**src/rtl/vec_serializer.sv**
```systemverilog
module vec_serializer #(
  parameter int CH = 2,
  parameter int DW = 16
) (
  input  logic             clk,
  input  logic             rst,
  input  logic [CH*DW-1:0] din,
  input  logic             vin,
  output logic [DW-1:0]    dout,
  output logic             vout,
  output logic             err
);
  localparam int IW = (CH > 1) ? $clog2(CH) : 1;
  localparam logic [IW-1:0] LAST = IW'(CH - 1);

  logic [CH*DW-1:0] hold;
  logic [IW-1:0]    idx;
  logic             act;

  wire at_last = (idx == LAST);
  wire take    = vin && (!act || at_last);
  wire clash   = vin && act && !at_last;

  always_ff @(posedge clk) begin
    if (rst) begin
      act <= 1'b0;
      idx <= '0;
      err <= 1'b0;
    end else begin
      err <= clash;
      if (take) begin
        act <= 1'b1;
        idx <= '0;
      end else if (act) begin
        if (at_last) act <= 1'b0;
        else         idx <= idx + 1'b1;
      end
    end
  end

  always_ff @(posedge clk)
    if (take) hold <= din;

  assign vout = act;
  assign dout = hold[int'(idx)*DW +: DW];


  first_elem_chk: assert property (@(posedge clk) disable iff (rst)
    $rose(vout) |-> idx == '0);


  step_chk: assert property (@(posedge clk) disable iff (rst)
    (vout && idx != LAST) |=> (vout && 32'(idx) == 32'($past(idx)) + 1));


  err_cause_chk: assert property (@(posedge clk) disable iff (rst)
    err |-> ($past(vin) && $past(vout)));


  hold_stable_chk: assert property (@(posedge clk) disable iff (rst)
    (vout && idx != LAST) |=> $stable(hold));


  idle_accept_chk: assert property (@(posedge clk) disable iff (rst)
    (vin && !vout) |=> (vout && idx == '0 && !err));


  burst_end_chk: assert property (@(posedge clk) disable iff (rst)
    (vout && idx == LAST && !vin) |=> !vout);
endmodule

```
**config.mk**
```make
export PLATFORM = sky130hd
export DESIGN_NAME = vec_serializer
export DESIGN_NICKNAME = d
export VERILOG_FILES = /design/src/rtl/vec_serializer.sv
export SDC_FILE = /design/constraint.sdc
export NUM_CORES = 1
export LEC_CHECK = 0
export BUFFER_PORTS_ARGS = -buffer_cell sky130_fd_sc_hd__buf_2
export CELL_PAD_IN_SITES_DETAIL_PLACEMENT = 1
export CELL_PAD_IN_SITES_GLOBAL_PLACEMENT = 1
export CORE_ASPECT_RATIO = 1.2
export CORE_MARGIN = 2
export CORE_UTILIZATION = 34
export DETAILED_ROUTE_END_ITERATION = 10
export GPL_TIMING_DRIVEN = 0
export PLACE_DENSITY = 0.76
export SLEW_MARGIN = 0
export SYNTH_ARGS = -nofsm -noshare
export SYNTH_HDL_FRONTEND = slang
export SYNTH_SLANG_ARGS = --single-unit
```
**constraint.sdc**
```tcl
create_clock -name clk -period 1.8 [get_ports clk]
set_input_delay 0.18 -clock clk [delete_from_list [all_inputs] [get_ports clk]]
set_output_delay 0.18 -clock clk [all_outputs]
set_load 0.03 [all_outputs]
```
==> flow_metrics.py <==
metrics = {
    "run_status": {
        "outcome": "finished clean",
    },
    "power": {
        "power.density_nw_per_um2": 1030,
        "power_mw": 1.78,
        "power.leakage_nw": 0.711,
        "ir_worst_vdd_v": 0.000457,
    },
    "sta": {
        "setup_violations": 0,
        "period_share": 0.930,
        "relSlewSlack": 0.514,
        "setup_tns_ns": 0,
        "slew_violations": 0,
        "worst_pin_slew_ns": 0.730,
        "fmax_mhz": 597,
        "fin_crit_ns": 1.67,
        "skew_ns": 0.00864,
        "hold_viol_final": 0,
        "rsz0062_at_grt": "false",
        "setup_ws_ns": 0.126,
    },
    "clock_network": {
        "post_cts_buffers": 0,
        "clockBufferDepth": 2,
        "ctsHoldBuffers": 0,
        "cts_resized": 0,
        "cts_tree": "done",
        "cts_root_buffer": "clkbuf_8",
        "numCtsBuffers": 5,
        "h-tree-depth": 2,
        "path_clk_slew_ns": 0.07,
        "clock_latency_ns": 0.28,
        "cts_num_sinks": 35,
    },
    "hold_path": {
        "hold_class": "input pin to flop",
        "worstHoldPathCells": 1,
    },
    "detailed_routing": {
        "wl_per_cell_um": 13.9,
        "initialDrtViolationCount": 25,
        "met2_length_um": 1220,
        "vias": 749,
        "drc_errors": 0,
        "wl_um": 2400,
        "routed.top_layer": "met4",
        "postRouteAntennaNets": 0,
        "route.detailed.vias_per_inst": 4.35,
        "met3_length_um": 260,
        "drt-met1-wl_um": 873,
        "first_pass_iters": 4,
    },
    "synth": {
        "yosysWarnings": 0,
        "muxShareOfSynthArea": 0.167,
        "synth.largest_area_cell": "edfxtp_1",
        "synth_compound_area_frac": 0.00766,
        "synth_cell_types": 11,
        "syn_nets": 95,
        "syn_inst": 60,
        "ys_seq_elements": 35,
        "ys_top_cells_by_area": "edfxtp_1, mux2_4, mux2_2",
        "synth_top_family_by_area": "multiplexers",
        "synth_top_area_share": 0.735,
        "syn_area_um2": 1310,
        "synth_xor_area_frac": 0,
        "ys_seq_area_frac": 0.781,
        "synth_simple_gate_area_share": 0.0182,
        "synthAdderAreaFrac": 0,
        "syn_avg_cell_area_um2": 21.8,
    },
    "job": {
        "drv_cap": 0,
    },
    "worst_setup_path": {
        "criticalPathCategory": "flop to flop",
        "crit_required_ns": 1.71,
        "cp.arrival_ns": 1.58,
        "rr_worst_depth": 3,
        "cp-start-kind": "flop",
        "endpoint_kind": "flop",
        "cp_max_fo": 32,
    },
    "grt": {
        "grt_max_degree": 33,
        "antenna_found_initial": 0,
        "grt_pass1_wl_um": 3570,
        "grt_pass1_vias": 773,
        "track_usage": 0.119,
        "grt_overflow": 0,
    },
    "cells_and_area": {
        "mostFrequentLayoutCell": "buf_2",
        "fillers": 395,
        "antenna_cells": 0,
        "nets": 154,
        "finalInstanceArea_um2": 1730,
        "drive_above_1_share": 0.650,
        "areaGrowthSynthToFinish_pct": 32.0,
        "final_cell_mix": "buf_2, edfxtp_1, mux2_4",
    },
    "floorplan": {
        "die_y_um": 71.9,
        "rows": 24,
        "start_util": 0.357,
        "ioPinCount": 53,
        "core_area_um2": 3660,
        "die_x_um": 60.6,
        "die_area_um2": 4360,
    },
    "placement": {
        "globalplace.congestion": 0.634,
        "portBuffers": 52,
        "dpl_worst_slack_ns": 0.114,
        "dpl_cell_area_um2": 1630,
        "hpwl_um": 1760,
    },
}
layout make-up:
type                       count  area [um^2]  share of cell area
inverter                       1         3.75             0.00218
buffer                         2         31.3              0.0181
tap                           52         65.1              0.0377
multi-input combinational     22          253               0.146
clock buffer                   7         86.3              0.0500
sequential                    35         1020               0.592
timing repair buffer          52          260               0.151
clock inverter                 1         5.00             0.00290
kinds of logic after synthesis:
| logic type | after synthesis |
|---|---|
| AO/OA/AOI/OAI | 2 |
| buffers and inverters | 3 |
| flip-flops | 35 |
| multiplexers | 16 |
| AND/OR/NAND/NOR | 4 |
worst paths after layout:
check | startpoint | end | slack [ns]
worst min register to register | vout$_SDFF_PP0_ | err$_SDFF_PP0_ | 0.53
worst min-delay path | din[8] | hold[8]$_DFFE_PP_ | 0.07
worst max-delay path | at_last$_SDFFE_PP0P_ | hold[5]$_DFFE_PP_ | 0.13
worst max register to register | at_last$_SDFFE_PP0P_ | hold[5]$_DFFE_PP_ | 0.13
metal layers:
layer	up-vias	global-route usage
met3	4	0.0463
met5	-	0
met2	44	0.207
met4	0	0.0580
li1	346	-
met1	355	0.120
sequential cells by signal, summed over array words and instances (netlist names):
name	flops
err	1
at_last	1
vout	1
hold	32
power breakdown:
part	internal (mW)	leakage [nW]	switching, mW
combinational	0.106	0.332	0.143
sequential	0.947	0.331	0.0134
clock	0.308	0.0482	0.260
total	1.36	0.711	0.417
worst max-delay path: stages (launching register included):
cell and delay (ns):
dfxtp_1 0.33, buf_6 0.15, nand2b_1 0.17, and2_2 0.65
stage by stage:
stage | hold WS, ns | cells | utilization
2_1_floorplan | 0.249 | 60 | -
3_3_place_gp | 0.356 | 164 | 0.446
3_5_place_dp | 0.358 | 164 | 0.446
4_1_cts | 0.0554 | 172 | 0.471
5_1_grt | 0.0538 | 172 | 0.471
6_report | 0.0676 | 172 | 0.471
synthesized netlist by cell type (all sizes together):
library cell	count
nand2b	2
dfxtp	3
nor3	1
a21oi	2
edfxtp	32
buf	2
mux2	16
and2	1
inv	1
Note: power is estimated with default switching activity, not from simulation.
